===== src/rtl/sadd_pkg.sv =====
package sadd_pkg;
  typedef enum logic [1:0] {
    SR_HOLD  = 2'd0,
    SR_CLEAR = 2'd1,
    SR_LOAD  = 2'd2,
    SR_SHIFT = 2'd3
  } sr_op_e;
endpackage


===== src/rtl/sadd_fa_cell.sv =====
module sadd_fa_cell (
  input  logic a_i,
  input  logic b_i,
  input  logic c_i,
  output logic s_o,
  output logic c_o
);
  assign s_o = a_i ^ b_i ^ c_i;
  assign c_o = (a_i & b_i) | (a_i & c_i) | (b_i & c_i);
endmodule


===== src/rtl/sadd_shreg.sv =====
module sadd_shreg
  import sadd_pkg::*;
#(
  parameter int W = 8
) (
  input  logic         clk_i,
  input  logic         rst_ni,
  input  sr_op_e       op_i,
  input  logic [W-1:0] par_i,
  input  logic         msb_i,
  output logic [W-1:0] q_o
);
  logic [W-1:0] q_q;

  always_ff @(posedge clk_i or negedge rst_ni) begin
    if (!rst_ni) begin
      q_q <= '0;
    end else begin
      unique case (op_i)
        SR_CLEAR: q_q <= '0;
        SR_LOAD:  q_q <= par_i;
        SR_SHIFT: q_q <= {msb_i, q_q[W-1:1]};
        default:  q_q <= q_q;
      endcase
    end
  end

  assign q_o = q_q;
endmodule


===== src/rtl/sadd_bit_cnt.sv =====
module sadd_bit_cnt #(
  parameter int W = 8
) (
  input  logic clk_i,
  input  logic rst_ni,
  input  logic restart_i,
  input  logic step_i,
  output logic done_o
);
  localparam int CW = $clog2(W + 1);
  localparam logic [CW-1:0] LAST = CW'(W - 1);
  localparam logic [CW-1:0] FULL = CW'(W);

  logic [CW-1:0] cnt_q;
  logic          done_q;

  always_ff @(posedge clk_i or negedge rst_ni) begin
    if (!rst_ni) begin
      cnt_q  <= '0;
      done_q <= 1'b0;
    end else if (restart_i) begin
      cnt_q  <= '0;
      done_q <= 1'b0;
    end else begin
      done_q <= step_i && (cnt_q == LAST);
      if (step_i && (cnt_q != FULL)) cnt_q <= cnt_q + 1'b1;
    end
  end

  assign done_o = done_q;
endmodule


===== src/rtl/bit_serial_adder.sv =====
module bit_serial_adder
  import sadd_pkg::*;
#(
  parameter int W = 8
) (
  input  logic         clk_i,
  input  logic         rst_ni,
  input  logic         clr_i,
  input  logic         start_i,
  input  logic         shift_en_i,
  input  logic         ser_i,
  input  logic         load_i,
  input  logic [W-1:0] load_a_i,
  input  logic [W-1:0] load_b_i,
  output logic [W-1:0] acc_o,
  output logic         carry_o,
  output logic         done_o
);
  sr_op_e       op;
  logic [W-1:0] acc_q, addend_q;
  logic         carry_q, sum_bit, carry_nxt, step;

  // clear > load > start-blocked > shift
  always_comb begin
    if (clr_i)                       op = SR_CLEAR;
    else if (load_i)                 op = SR_LOAD;
    else if (shift_en_i && !start_i) op = SR_SHIFT;
    else                             op = SR_HOLD;
  end

  assign step = (op == SR_SHIFT);

  sadd_fa_cell u_fa (
    .a_i(acc_q[0]),
    .b_i(addend_q[0]),
    .c_i(carry_q),
    .s_o(sum_bit),
    .c_o(carry_nxt)
  );

  sadd_shreg #(.W(W)) u_acc (
    .clk_i (clk_i),
    .rst_ni(rst_ni),
    .op_i  (op),
    .par_i (load_a_i),
    .msb_i (sum_bit),
    .q_o   (acc_q)
  );

  sadd_shreg #(.W(W)) u_addend (
    .clk_i (clk_i),
    .rst_ni(rst_ni),
    .op_i  (op),
    .par_i (load_b_i),
    .msb_i (ser_i),
    .q_o   (addend_q)
  );

  always_ff @(posedge clk_i or negedge rst_ni) begin
    if (!rst_ni)              carry_q <= 1'b0;
    else if (clr_i || start_i) carry_q <= 1'b0;
    else if (step)            carry_q <= carry_nxt;
  end

  sadd_bit_cnt #(.W(W)) u_cnt (
    .clk_i    (clk_i),
    .rst_ni   (rst_ni),
    .restart_i(clr_i || start_i),
    .step_i   (step),
    .done_o   (done_o)
  );

  assign acc_o   = acc_q;
  assign carry_o = carry_q;
endmodule


===== config.mk =====
export PLATFORM = sky130hd
export DESIGN_NAME = bit_serial_adder
export DESIGN_NICKNAME = d
export VERILOG_FILES = /design/src/rtl/sadd_pkg.sv /design/src/rtl/sadd_fa_cell.sv /design/src/rtl/sadd_shreg.sv /design/src/rtl/sadd_bit_cnt.sv /design/src/rtl/bit_serial_adder.sv
export SDC_FILE = /design/constraint.sdc
export NUM_CORES = 1
export LEC_CHECK = 0
export ABC_AREA = 1
export BUFFER_PORTS_ARGS = -buffer_cell sky130_fd_sc_hd__buf_2
export CAP_MARGIN = 10
export CORE_MARGIN = 3
export CORE_UTILIZATION = 45
export DETAILED_ROUTE_END_ITERATION = 6
export PLACE_DENSITY_LB_ADDON = 0.3
export SKIP_LAST_GASP = 1
export SLEW_MARGIN = 20
export SYNTH_ARGS = -nofsm -noshare
export SYNTH_HDL_FRONTEND = slang
export SYNTH_SLANG_ARGS = --single-unit

===== constraint.sdc =====
create_clock -name clk_i -period 3.3 [get_ports clk_i]
set_input_delay 0.66 -clock clk_i [delete_from_list [all_inputs] [get_ports clk_i]]
set_output_delay 0.66 -clock clk_i [all_outputs]
set_load 0.03 [all_outputs]

# Word level (Yosys, flattened, before mapping)
# Cells that the tools add are included.
# op_classes
addsub	1
n_eq_ne	5
muxes	10
bitwise	7
n_reduce_logical	8
# ops
cell	n
one-hot mux 8 bit (3 select lines)	2
two-way mux 4 bit	2
two-way mux 2 bit	3
adder 4 x 1 -> 4 bit (second input constant)	1
equality test 2 bit (second input constant)	2
equality test 4 x 3 -> 1 bit (second input constant)	1
inequality test 4 bit (second input constant)	1
nonzero test 2 bit	2
AND 1 bit	3
logical AND 1 bit	3
two-way mux 1 bit	3
nonzero test 3 bit	1
equality test 2 x 1 -> 1 bit (second input constant)	1
bitwise OR 1 bit	2
XOR 1 bit	2
zero test 1 bit	1
logical OR 1 bit	1
# totals
ff_bits	22
in_bits	23
out_inout_bits	10
elab_cells	36

# Logic depth before layout (Yosys ltp)
# Gate-level depths: netlist of the first run.
# depth
word_depth	9
mapped_depth	7
depth_no_buf	7

# Hierarchy
# A second synthesis of the first run with hierarchy kept.
# unflattened
cells_unflattened	142
hier_area_um2	1184.9
# modules_own_cells
mod	n_inst	cells_each	area_per_inst_um2
sadd_shreg	2	45	401.6
sadd_bit_cnt	1	32	264.0
bit_serial_adder	1	19	97.6
sadd_fa_cell	1	1	20.0

# Worst setup path before layout of the first run
# OpenSTA, ideal clock, no wires.
# synth_timing
path_kind	input port to flip-flop
startpoint	input port load_i
endpoint	register carry_q (netlist: carry_o)
setup_ns	0.066
t_arrival_ns	1.267
slack_ns	1.966
cell_stages	5
path_buffers	2
cell_sequence	inv_1 > clkbuf_8 > buf_2 > nand4_1 > nand2_1
# synth_via
elab_chain_len	4
# synth_rtl
element	line_no	text
start: declaration	bit_serial_adder.sv:12	input logic load_i,
two-way mux 2 bit	bit_serial_adder.sv:26	else if (load_i) op = SR_LOAD;
two-way mux 2 bit	bit_serial_adder.sv:25	if (clr_i) op = SR_CLEAR;
equality test 2 bit	bit_serial_adder.sv:31	assign step = (op == SR_SHIFT);
nonzero test 2 bit (no source line)	-	
end signal: assignment	bit_serial_adder.sv:62	else if (step) carry_q <= carry_nxt;
end: declaration	bit_serial_adder.sv:21	logic carry_q, sum_bit, carry_nxt, step;
# Every way passes these cells.
# A chain may end at the register's enable or synchronous reset.

# Worst setup path after layout of the first run
# layout_timing
startpoint	register u_acc.q_q[0] (netlist: u_acc.q_o[0])
endpoint	output port acc_o[0]
# layout_rtl
element	line_no	text
start: declaration	sadd_shreg.sv:13	logic [W-1:0] q_q;
start signal: assignment	sadd_shreg.sv:21	SR_LOAD: q_q <= par_i;
start signal: assignment	sadd_shreg.sv:22	SR_SHIFT: q_q <= {msb_i, q_q[W-1:1]};
start signal: assignment	sadd_shreg.sv:23	default: q_q <= q_q;
end: declaration	bit_serial_adder.sv:15	output logic [W-1:0] acc_o,
# No word-level cell between the ends.

==> results of run 1 <==
[routing by layer]
metal  up-vias  global-route usage, %
met5         -                      0
met4         0                   4.30
met3         5                   5.43
met2        32                   24.5
met1       490                   23.3
li1        529                      -
[layout make-up]
type                       count  area share [%]
inverter                      10            2.79
timing repair buffer          32            11.9
tap                           28            2.60
sequential                    22            40.9
clock buffer                   3            1.67
multi-input combinational     99            40.2
[sequential cells by signal, indices dropped and copies added (netlist names)]
name,cells
carry_o,1
u_acc.q_o,8
u_cnt.done_o,1
u_cnt.cnt_q,4
u_addend.q_o,8
[cell usage after synthesis]
master,number
fa_1,1
nand2_1,26
inv_2,2
nor2_1,1
buf_6,1
dfrtp_1,22
ha_1,2
clkbuf_8,1
buf_4,1
xor2_1,1
inv_1,8
nand4_1,2
nand3_4,1
buf_2,4
nand3_1,60
nor2_4,5
[power by group]
part | internal, W | total [W] | switching, W
clock network | 0.0000427 | 0.000121 | 0.0000780
registers | 0.000282 | 0.000290 | 0.00000893
logic | 0.0000247 | 0.0000770 | 0.0000524
total | 0.000349 | 0.000488 | 0.000139
[kinds of logic (layout without fill, tap and decap cells)]
logic type,after synthesis,in the layout,synth area share [%]
DFF,22,22,46.6
and+or+nand+nor,95,95,41.3
adders and majority gates,3,3,3.81
xor gates and xnor gates,1,1,0.741
buffers and inverters,17,45,7.62
[worst register-to-register path: stages, from the launching register on]
cell     delay (ns)
dfrtp_1        0.45
inv_1          0.09
ha_1           0.19
nand3_1        0.10
nand3_1        0.15
nand3_1        0.13
nand2_1        0.05
[through the flow]
stage / power (W) / area (um^2)
global placement: 0.000371 / 1330
floorplan: 0.000342 / 1180
CTS: 0.000493 / 1350
finish: 0.000488 / 1350
detailed placement: 0.000373 / 1330
global route: 0.000517 / 1350
[worst paths after layout]
kind                                        end             from  depth (start not counted)  slack [ns]
worst max-delay path                   acc_o[0]     u_acc.q_o[0]                          1        1.70
worst min-delay path             u_cnt.cnt_q[3]           rst_ni                          1        0.29
worst max register to register   u_cnt.cnt_q[1]   u_cnt.cnt_q[0]                          6        2.04
worst min register to register  u_addend.q_o[4]  u_addend.q_o[5]                          2        0.53
max in group asynchronous       u_addend.q_o[6]           rst_ni                          1        2.68
min in group clk_i              u_addend.q_o[4]  u_addend.q_o[5]                          2        0.53
==> results.cfg, run 1 <==
[run_status]
status = finished clean

[pwr]
ir_drop_mv = 0.267
p_leak_nw = 0.721
powerDensity_nw_per_um2 = 362

[cells_and_area]
area_growth_pct = 14.0
stdcell_count = 194
diodes = 0
nets = 194
multi_input_area_um2 = 542
utilization_pct = 57.6
final_cell_mix = nand3_1 (60), buf_2 (32), nand2_1 (26)
final_common_cell = nand3_1
drive_above_1_share_pct = 25.9
register_area_um2 = 551
nFillCells = 237

[sta]
slew_violations = 0
setup_violations = 0
tightest_slew_ns = 0.698
fmax_ghz = 0.627
finalCritPeriodShare_pct = 48.3
fin_tns_setup_ns = 0
fin_skew_ns = 0.00198
hold_viol = 0
hold_ws_ns = 0.294
slew_headroom_pct = 53.4
grt_setup_unrepaired = no
layout_setup_ws_ns = 1.70
post-route-min-period_ns = 1.60

[synth]
ys_types = 16
synth-seq-area-share_pct = 46.6
yosys_warnings = 0
ys_seq_elements = 22
synth_area_leader_cell = dfrtp_1
synth_area_um2 = 1180
yosys-top-cells-area = dfrtp_1 (47%), nand3_1 (25%), nand2_1 (8.3%), nor2_4 (4.8%), inv_1 (2.5%)
synth_top_area_share_pct = 46.6
syn_nets = 164
syn_inst = 138
synth.avg_cell_area_um2 = 8.57

[route]
top_layer = met4
met1_length_um = 1150
vias_per_cell = 5.44
ant_nets = 0
num_vias = 1056
wire_per_inst_um = 13.1
drc = 0
drt-total-wl_um = 2550
met2_length_um = 1200
drtIter0Drc = 40
wl_met3_um = 172
firstDrtPassIters = 4

[setup_path]
critical_path_buf_inv_count = 1
cp_max_fo = 3
arrival_ns = 0.94
critical_path.top_delay_family = flip-flops
crit_required_ns = 2.64
worstSetupStartpointType = flop
cp_slowest_stage_delay_ns = 0.41
path_cells = buf_2
cp_slowest_cell = dfrtp_1
critical_path_class = flop to primary output
worst_setup_path_end_kind = primary output

[floorplanning]
rows = 17
core_um2 = 2340
die_w_um = 57.3
start_util_pct = 50.5
io_pins = 33
die_h_um = 57.3
fp.dieArea_um2 = 3280

[clock_tree]
post_cts_buffers = 0
htreeDepth = 1
cts_buffer_depth = 2
cts_resized = 0
root_buffer = clkbuf_4
cts_tree = done
cts_hold_buf = 0
cts_buffers = 3
clk_pin_slew_ns = 0.11
clk_latency_ns = 0.30
numClockSinks = 22

[grt]
grt_pass1_wl_um = 4220
grt_pass1_vias = 903
antenna_found_initial = 0
gr-total-overflow = 0
grt_max_degree = 23
gr-usage-all-layers_pct = 16.5

[place]
dp_slack_ns = 1.43
numPortBuffers = 32
gp_congestion = 0.817
place_inst = 191
hpwl_um = 1830

[flow_run]
cap_viol_max_count = 0

[hold_path]
hold_class = input port to asynchronous set/reset pin
Power figures use the tool's default switching activity.
==> inputs of run 2 (changes only) <==
clock period = 1.45 ns   (was 3.3 ns; I/O delays follow)
==> results.cfg, run 2 (synthesized netlist as in run 1, its figures left out) <==
[run_status]
status = finished clean

[clock_tree]
cts_buffer_depth = 2
htreeDepth = 1
cts_tree = done
post_cts_buffers = 0
numClockSinks = 22
clk_pin_slew_ns = 0.13
cts_resized = 0
cts_buffers = 3
cts_hold_buf = 1
root_buffer = clkbuf_4
clk_latency_ns = 0.31

[sta]
post-route-min-period_ns = 1.25
fin_skew_ns = 0.0160
slew_violations = 0
hold_viol = 0
fin_tns_setup_ns = 0
layout_setup_ws_ns = 0.196
slew_headroom_pct = 66.9
tightest_slew_ns = 0.496
setup_violations = 0
finalCritPeriodShare_pct = 86.5
fmax_ghz = 0.797
hold_ws_ns = 0.182
grt_setup_unrepaired = no

[pwr]
powerDensity_nw_per_um2 = 843
ir_drop_mv = 0.709
p_leak_nw = 0.753

[grt]
antenna_found_initial = 0
gr-total-overflow = 0
grt_max_degree = 23
gr-usage-all-layers_pct = 17.2
grt_pass1_wl_um = 4510
grt_pass1_vias = 1010

[floorplanning]
start_util_pct = 50.5
die_w_um = 57.3
rows = 17
core_um2 = 2340
fp.dieArea_um2 = 3280
die_h_um = 57.3
io_pins = 33

[cells_and_area]
drive_above_1_share_pct = 27.9
final_common_cell = nand3_1
diodes = 0
area_growth_pct = 18.5
final_cell_mix = nand3_1 (60), buf_2 (32), nand2_1 (26)
nets = 199
nFillCells = 235

[place]
dp_slack_ns = 0.211
numPortBuffers = 32
hpwl_um = 1900
gp_congestion = 0.791

[route]
num_vias = 1074
ant_nets = 0
drc = 0
drtIter0Drc = 45
firstDrtPassIters = 4
wire_per_inst_um = 12.7
drt-total-wl_um = 2530
vias_per_cell = 5.37

[setup_path]
worstRegToRegCells = 6
worstSetupStartpointType = flop
cp_max_fo = 5
worst_setup_path_end_kind = flop
arrival_ns = 1.45
cp_slowest_stage_delay_ns = 0.43
crit_required_ns = 1.65
critical_path_class = flop to flop
cp_slowest_cell = dfrtp_1
crit_top_cell = nand3_1
path_cells = inv_1 > ha_1 > nand3_1 > nand3_1 > nand3_1 > nand2_1

[flow_run]
cap_viol_max_count = 0

[hold_path]
hold_class = input port to flop
holdPathStages = 3
[run 2: changes by cell type in the layout (fill, tap and decap cells not counted), sizes merged]
cell	previous run	this run
clkbuf	3	4
dlygate4sd3	0	1
buf	32	36
[run 2: metrics by stage]
step	utilization, %	power, W	area, um^2	cells
final	59.9	0.00118	1400	200
after global routing	59.9	0.00125	1400	200
after CTS	59.9	0.00120	1400	200
after detailed placement	57.9	0.000859	1360	195
after global placement	57.9	0.000854	1360	195
after floorplan	-	0.000779	1180	138
[run 2: layer usage]
| metal | up-vias | global-route usage, % | wire length (um) |
|---|---|---|---|
| met5 | - | 0 | 0 |
| met4 | 0 | 1.99 | 0 |
| met3 | 0 | 5.20 | 170 |
| met2 | 34 | 28.9 | 1220 |
| met1 | 504 | 22.7 | 1140 |
| li1 | 536 | - | - |
[run 2: power breakdown]
part	internal, W	switching [W]
Clock	0.000153	0.000181
Combinational	0.0000648	0.000122
Sequential	0.000641	0.0000197
[run 2: final timing paths]
| path | from | to | slack (ns) |
|---|---|---|---|
| max | u_cnt.cnt_q[0] | u_cnt.cnt_q[0] | 0.20 |
| min | load_b_i[2] | u_addend.q_o[2] | 0.18 |
| max reg2reg | u_cnt.cnt_q[0] | u_cnt.cnt_q[0] | 0.20 |
| min reg2reg | u_addend.q_o[3] | u_addend.q_o[2] | 0.51 |
| max in group asynchronous | rst_ni | u_acc.q_o[2] | 0.64 |
| min in group asynchronous | rst_ni | u_cnt.cnt_q[3] | 0.45 |
[run 2: area by class of cell]
class | instances | area [um^2] | share of cell area [%]
sequential | 22 | 551 | 39.3
multi-input combinational | 99 | 542 | 38.7
timing repair buffer | 37 | 200 | 14.3
inverter | 10 | 37.5 | 2.68
clock buffer | 4 | 36.3 | 2.59
tap | 28 | 35.0 | 2.50
[run 2: worst max-delay path, delay by kind of cell (launching register included)]
| family | cells | cell delay [ns] |
|---|---|---|
| AND/OR/NAND/NOR | 4 | 0.45 |
| flip-flops | 1 | 0.43 |
| adder cells (fa/ha/maj) | 1 | 0.20 |
| buffers and inverters | 1 | 0.08 |
